<file path="src/rtl/pbr_pkg.sv">
package pbr_pkg;

  typedef enum logic [1:0] {
    ST_IDLE   = 2'd0,
    ST_WDATA  = 2'd1,
    ST_SETUP  = 2'd2,
    ST_ENABLE = 2'd3
  } pbr_state_e;

  localparam logic [1:0] RESP_OKAY = 2'b00;

endpackage

</file>
<file path="src/rtl/pbr_fsm.sv">
module pbr_fsm
  import pbr_pkg::*;
(
  input  logic       clk,
  input  logic       rst,
  input  logic       accept,
  input  logic       acc_write,
  output pbr_state_e state_q,
  output pbr_state_e state_nx,
  output logic       stb_q,
  output logic       ready_q
);

  always_comb begin
    state_nx = state_q;
    case (state_q)
      ST_IDLE, ST_ENABLE: begin
        if (accept) state_nx = acc_write ? ST_WDATA : ST_SETUP;
        else        state_nx = ST_IDLE;
      end
      ST_WDATA: state_nx = ST_SETUP;
      ST_SETUP: state_nx = ST_ENABLE;
      default:  state_nx = ST_IDLE;
    endcase
  end

  always_ff @(posedge clk) begin
    if (rst) begin
      state_q <= ST_IDLE;
      stb_q   <= 1'b0;
      ready_q <= 1'b1;
    end else begin
      state_q <= state_nx;
      stb_q   <= (state_nx == ST_ENABLE);
      ready_q <= (state_nx == ST_IDLE) || (state_nx == ST_ENABLE);
    end
  end

  // setup always hands over to access on the next edge
  assert_setup_once_R5: assert property (@(posedge clk) disable iff (rst)
    (state_q == ST_SETUP) |=> (state_q == ST_ENABLE));

  // capture cycle always hands over to setup
  assert_capture_then_setup_R4: assert property (@(posedge clk) disable iff (rst)
    (state_q == ST_WDATA) |=> (state_q == ST_SETUP));

endmodule

</file>
<file path="src/rtl/pbr_decode.sv">
module pbr_decode #(
  parameter int          ADDR_W     = 32,
  parameter int          WIN_BITS   = 12,
  parameter int          NUM_PERIPH = 4,
  parameter logic [63:0] BASE_ADDR  = 64'h4000_0000
) (
  input  logic [ADDR_W-1:0]     addr,
  output logic [NUM_PERIPH-1:0] sel
);

  localparam int PAGE_W = ADDR_W - WIN_BITS;
  localparam logic [PAGE_W-1:0] BASE_PAGE = PAGE_W'(BASE_ADDR >> WIN_BITS);

  logic [PAGE_W-1:0] page;
  assign page = addr[ADDR_W-1:WIN_BITS];

  for (genvar g = 0; g < NUM_PERIPH; g++) begin : g_win
    localparam logic [PAGE_W-1:0] MY_PAGE = BASE_PAGE + PAGE_W'(g);
    assign sel[g] = (page == MY_PAGE);
  end

endmodule

</file>
<file path="src/rtl/pbr_rdmux.sv">
module pbr_rdmux #(
  parameter int DATA_W     = 32,
  parameter int NUM_PERIPH = 4
) (
  input  logic [NUM_PERIPH-1:0]        sel,
  input  logic                         gate,
  input  logic [NUM_PERIPH*DATA_W-1:0] bus_rdata,
  output logic [DATA_W-1:0]            rdata
);

  logic [DATA_W-1:0] masked [NUM_PERIPH];

  for (genvar g = 0; g < NUM_PERIPH; g++) begin : g_mask
    assign masked[g] = (sel[g] && gate) ? bus_rdata[g*DATA_W +: DATA_W] : '0;
  end

  always_comb begin
    rdata = '0;
    for (int i = 0; i < NUM_PERIPH; i++) rdata = rdata | masked[i];
  end

endmodule

</file>
<file path="src/rtl/sysbus_periph_bridge.sv">
module sysbus_periph_bridge
  import pbr_pkg::*;
#(
  parameter int          ADDR_W     = 32,
  parameter int          DATA_W     = 32,
  parameter int          NUM_PERIPH = 4,
  parameter int          WIN_BITS   = 12,
  parameter logic [63:0] BASE_ADDR  = 64'h4000_0000
) (
  input  logic                         clk,
  input  logic                         rst,
  input  logic                         sb_sel,
  input  logic [1:0]                   sb_trans,
  input  logic                         sb_write,
  input  logic [ADDR_W-1:0]            sb_addr,
  input  logic [DATA_W-1:0]            sb_wdata,
  input  logic                         sb_ready_in,
  output logic                         sb_ready,
  output logic [DATA_W-1:0]            sb_rdata,
  output logic [1:0]                   sb_resp,
  output logic [ADDR_W-1:0]            pr_addr,
  output logic [NUM_PERIPH-1:0]        pr_sel,
  output logic                         pr_stb,
  output logic                         pr_wr,
  output logic [DATA_W-1:0]            pr_wdata,
  input  logic [NUM_PERIPH*DATA_W-1:0] pr_rdata
);

  pbr_state_e            state_q, state_nx;
  logic                  stb_q, ready_q, accept, rd_gate;
  logic [ADDR_W-1:0]     addr_q, dec_addr;
  logic [DATA_W-1:0]     wdata_q;
  logic                  wr_q;
  logic [NUM_PERIPH-1:0] sel_q, dec_sel;

  // only non-idle, non-busy transfers with the bus ready start an access
  assign accept = sb_sel && sb_trans[1] && sb_ready_in && ready_q;

  pbr_fsm u_fsm (
    .clk       (clk),
    .rst       (rst),
    .accept    (accept),
    .acc_write (sb_write),
    .state_q   (state_q),
    .state_nx  (state_nx),
    .stb_q     (stb_q),
    .ready_q   (ready_q)
  );

  assign dec_addr = accept ? sb_addr : addr_q;

  pbr_decode #(
    .ADDR_W     (ADDR_W),
    .WIN_BITS   (WIN_BITS),
    .NUM_PERIPH (NUM_PERIPH),
    .BASE_ADDR  (BASE_ADDR)
  ) u_dec (
    .addr (dec_addr),
    .sel  (dec_sel)
  );

  always_ff @(posedge clk) begin
    if (rst) begin
      addr_q  <= '0;
      wr_q    <= 1'b0;
      wdata_q <= '0;
      sel_q   <= '0;
    end else begin
      if (accept) begin
        addr_q <= sb_addr;
        wr_q   <= sb_write;
      end
      if (state_q == ST_WDATA) wdata_q <= sb_wdata;
      if (state_nx == ST_SETUP)       sel_q <= dec_sel;
      else if (state_nx != ST_ENABLE) sel_q <= '0;
    end
  end

  assign rd_gate = (state_q == ST_ENABLE) && !wr_q;

  pbr_rdmux #(
    .DATA_W     (DATA_W),
    .NUM_PERIPH (NUM_PERIPH)
  ) u_rdmux (
    .sel       (sel_q),
    .gate      (rd_gate),
    .bus_rdata (pr_rdata),
    .rdata     (sb_rdata)
  );

  assign sb_ready = ready_q;
  assign sb_resp  = RESP_OKAY;
  assign pr_addr  = addr_q;
  assign pr_sel   = sel_q;
  assign pr_stb   = stb_q;
  assign pr_wr    = wr_q;
  assign pr_wdata = wdata_q;

  assert_idle_quiet_R1: assert property (@(posedge clk) disable iff (rst)
    (state_q == ST_IDLE) |-> (pr_sel == '0 && !pr_stb));

  assert_ignore_nonvalid_R2: assert property (@(posedge clk) disable iff (rst)
    (state_q == ST_IDLE && !(sb_sel && sb_trans[1])) |=> (state_q == ST_IDLE));

  assert_access_hold_R5: assert property (@(posedge clk) disable iff (rst)
    pr_stb |-> ($stable(pr_addr) && $stable(pr_sel) && $stable(pr_wr)));

  assert_wdata_hold_R4: assert property (@(posedge clk) disable iff (rst)
    (pr_stb && pr_wr) |-> $stable(pr_wdata));

  assert_access_once_R6: assert property (@(posedge clk) disable iff (rst)
    pr_stb |=> !pr_stb);

  assert_stall_R6: assert property (@(posedge clk) disable iff (rst)
    (state_q == ST_SETUP || state_q == ST_WDATA) |-> !sb_ready);

  assert_sel_onehot_R8: assert property (@(posedge clk) disable iff (rst)
    $onehot0(pr_sel));

  assert_b2b_read_R9: assert property (@(posedge clk) disable iff (rst)
    (state_q == ST_ENABLE && sb_sel && sb_trans[1] && !sb_write && sb_ready_in)
      |=> (state_q == ST_SETUP));

endmodule

</file>
<file path="config.mk">
export PLATFORM = sky130hd
export DESIGN_NAME = sysbus_periph_bridge
export DESIGN_NICKNAME = d
export VERILOG_FILES = /design/src/rtl/pbr_pkg.sv /design/src/rtl/pbr_fsm.sv /design/src/rtl/pbr_decode.sv /design/src/rtl/pbr_rdmux.sv /design/src/rtl/sysbus_periph_bridge.sv
export SDC_FILE = /design/constraint.sdc
export NUM_CORES = 1
export LEC_CHECK = 0
export BUFFER_PORTS_ARGS = -buffer_cell sky130_fd_sc_hd__buf_2
export CAP_MARGIN = 30
export CORE_AREA = 10 10 111 113
export DETAILED_ROUTE_END_ITERATION = 10
export DIE_AREA = 0 0 121 123
export PLACE_DENSITY = 0.83
export SYNTH_ARGS = -nofsm -noshare
export SYNTH_HDL_FRONTEND = slang
export SYNTH_HIERARCHICAL = 1
export SYNTH_SLANG_ARGS = --single-unit
</file>
<file path="constraint.sdc">
create_clock -name clk -period 3.64 [get_ports clk]
set_input_delay 0.182 -clock clk [delete_from_list [all_inputs] [get_ports clk]]
set_output_delay 0.182 -clock clk [all_outputs]
set_load 0.05 [all_outputs]
</file>
==> impl_metrics.ini <==
[status]
status = complete, no violations

[yosys]
yosysSeqAreaShare = 0.3871
avgSynthCellArea_um2 = 9.230
synth_top_area_frac = 0.3871
ys_top_cells_by_area = dfxtp_1, a22oi_1, mux2_4, nand2_1, a21boi_1
post-synth-top-area-cell = dfxtp_1
yosys-top-cells-count = dfxtp_1, nand2_1, a22oi_1
yosys_warnings = 6
synth_cells = 409
synth_flop_cell = dfxtp_1
yosysMostFrequentCell = dfxtp_1
ys_types = 28
synth-seq-cells = 73
async_reset_ff_frac = 0
synth-edff-count = 0
synth_area_um2 = 3775

[timing]
grt_setup_unrepaired = no
setup_violations = 0
fmax_mhz = 394.4
slew_headroom = 0.3675
tightestPinTransition_ns = 0.9475
slew_violations = 0
fin_crit_ns = 2.535
post-route-period-util = 0.6965
final_hold_viol_count = 0
tns_ns = 0
clock_skew_ns = 0.009258
holdWs_ns = 0.07017

[cts]
cts-htree-levels = 3
cts_buffer_depth = 2
clkLatencyLatePin_ns = 0.34
cts-root-buf = clkbuf_8
cts_made_buffers = 9
cts_tree = yes
path_clk_slew_ns = 0.08
post_cts_resized = 0
holdBufCountCts = 0
clock-sinks = 73
post_cts_buffers = 0

[final_layout]
area_growth_pct = 46.11
finalCoreUtilization = 0.5440
fin_nets = 896
fill_cells = 977
fin_area_um2 = 5515
layout-drive-gt1-share = 0.5229
diodes = 0

[power_and_ir_drop]
clockPowerShare = 0.357
power_mw = 1.796
combPwrFrac = 0.181
p_switching_uw = 494.0
powerDensity_nw_per_um2 = 325.7
p_leak_nw = 2.650
pwr-share-seq = 0.463
p_int_mw = 1.302
ir_drop_mv = 0.2850
switching_share = 0.2750

[floorplan]
rows = 37
die_w_um = 121
num_io_pins = 304
die_h_um = 123
start_util = 0.3723
design.core.area_um2 = 10140
dieArea_um2 = 14880

[routing]
vias_per_cell = 5.042
firstDrtPassIters = 5
drtAntennaViolNets = 0
vias = 4215
drcViolationCount = 0
wl_per_cell_um = 19.02
dr.first_iter.drc_count = 356
drt_wl_total_mm = 15.90

[critical_path]
start_kind = flop
worstPathArrival_ns = 2.81
r2r_slack_ns = 1.10
cp-end-kind = flop
crit_type = flop to flop
crit_path_max_fanout = 19
worstRegToRegCells = 7
critical_path_required_ns = 3.92

[global_route]
grt_first_pass_wirelength_mm = 22.82
grt_overflow = 0
grt_pass1_vias = 4082
grt_max_degree = 37
antenna_found_initial = 2
grtUsageTotal = 0.1933

[place]
place_congestion = 0.9314
hpwl_mm = 13.08
dpl-instance-area_um2 = 5313
portBuffers = 300

[worst_hold_path]
hp-class = input pin to flop
hold_path_depth = 3

[run]
cap_violations = 0
==> final cells by class <==
class,count,area (µm²),share of cell area
clock buffers,10,137.6,0.02495
clock inverters,6,65.06,0.01180
inverters,3,11.26,0.002042
multi-input cells,299,2093,0.3795
flip-flops and latches,73,1461,0.2650
well taps,136,170.2,0.03085
repair buffers,309,1577,0.2858
==> flip-flops by register name (all words and copies together), names as in the netlist <==
name	flops
pr_addr	32
pr_sel	4
u_fsm/state_q	2
u_fsm/stb_q	1
pr_wdata	32
pr_wr	1
u_fsm/ready_q	1
==> worst max-delay path, stage by stage, from the launching register on <==
cell	delay [ns]
dfxtp_1	0.37
nand4_4	0.42
mux2_4	0.45
nor4b_1	0.53
nand2_1	0.23
nor4b_2	0.25
mux2i_1	0.10
nor2_1	0.13
==> through the flow <==
step           worst slack (ns)  std cells
2_1_floorplan             1.344        410
3_3_place_gp              1.136        819
3_5_place_dp              1.118        820
4_1_cts                   1.097        836
5_1_grt                  0.9134        836
6_report                  1.105        836
==> power groups by stage <==
stage	Clock (mW)	Sequential (mW)	Combinational (mW)
final	0.640	0.831	0.325
after detailed placement	0	0.849	0.324
after CTS	0.658	0.831	0.326
after global placement	0	0.849	0.319
after floorplan	0	0.919	0.110
after global routing	0.692	0.833	0.347
==> worst paths after layout <==
| path | to | startpoint |
|---|---|---|
| worst min-delay path | pr_wdata[30]$_SDFFE_PP0N_ | sb_wdata[30] |
| worst min register to register | pr_wdata[12]$_SDFFE_PP0N_ | pr_wdata[12]$_SDFFE_PP0N_ |
| worst max-delay path | pr_sel[2]$_SDFFE_PP0P_ | u_fsm/ready_q$_SDFF_PP1_ |
| worst max register to register | pr_sel[2]$_SDFFE_PP0P_ | u_fsm/ready_q$_SDFF_PP1_ |
==> cells in the final DEF (no fill, tap or decap), types with 3 or more instances in the layout <==
cell type	Yosys	layout
mux2_2	4	4
inv_1	3	3
buf_2	9	300
mux2i_1	4	4
clkbuf_8	0	10
mux2_4	28	28
nand2_1	72	72
nor2_1	6	5
a22oi_1	64	64
buf_4	2	8
a21oi_1	34	34
nand2b_1	5	5
nor4_1	3	3
a21boi_1	31	31
nor2b_1	34	33
dfxtp_1	73	73
==> kinds of logic (layout without fill, tap and decap cells) <==
| group | after synthesis | in the layout | synth area share |
|---|---|---|---|
| other cells | 1 | 2 | 0.0009934 |
| compound gates | 131 | 131 | 0.2383 |
| buf+inv | 38 | 328 | 0.06065 |
| fa+ha+maj | 2 | 2 | 0.006628 |
| simple gates | 128 | 128 | 0.1724 |
| flops | 73 | 73 | 0.3871 |
| mux | 36 | 36 | 0.1339 |
==> per-layer routing <==
metal	vias to the layer above	GRT usage	routed length, µm
met5	-	0	13
met3	26	0.07612	1526
met4	2	0.06109	293
li1	2020	-	-
met1	1966	0.2028	5874
met2	201	0.3483	8195
Power figures use the tool's default switching activity.
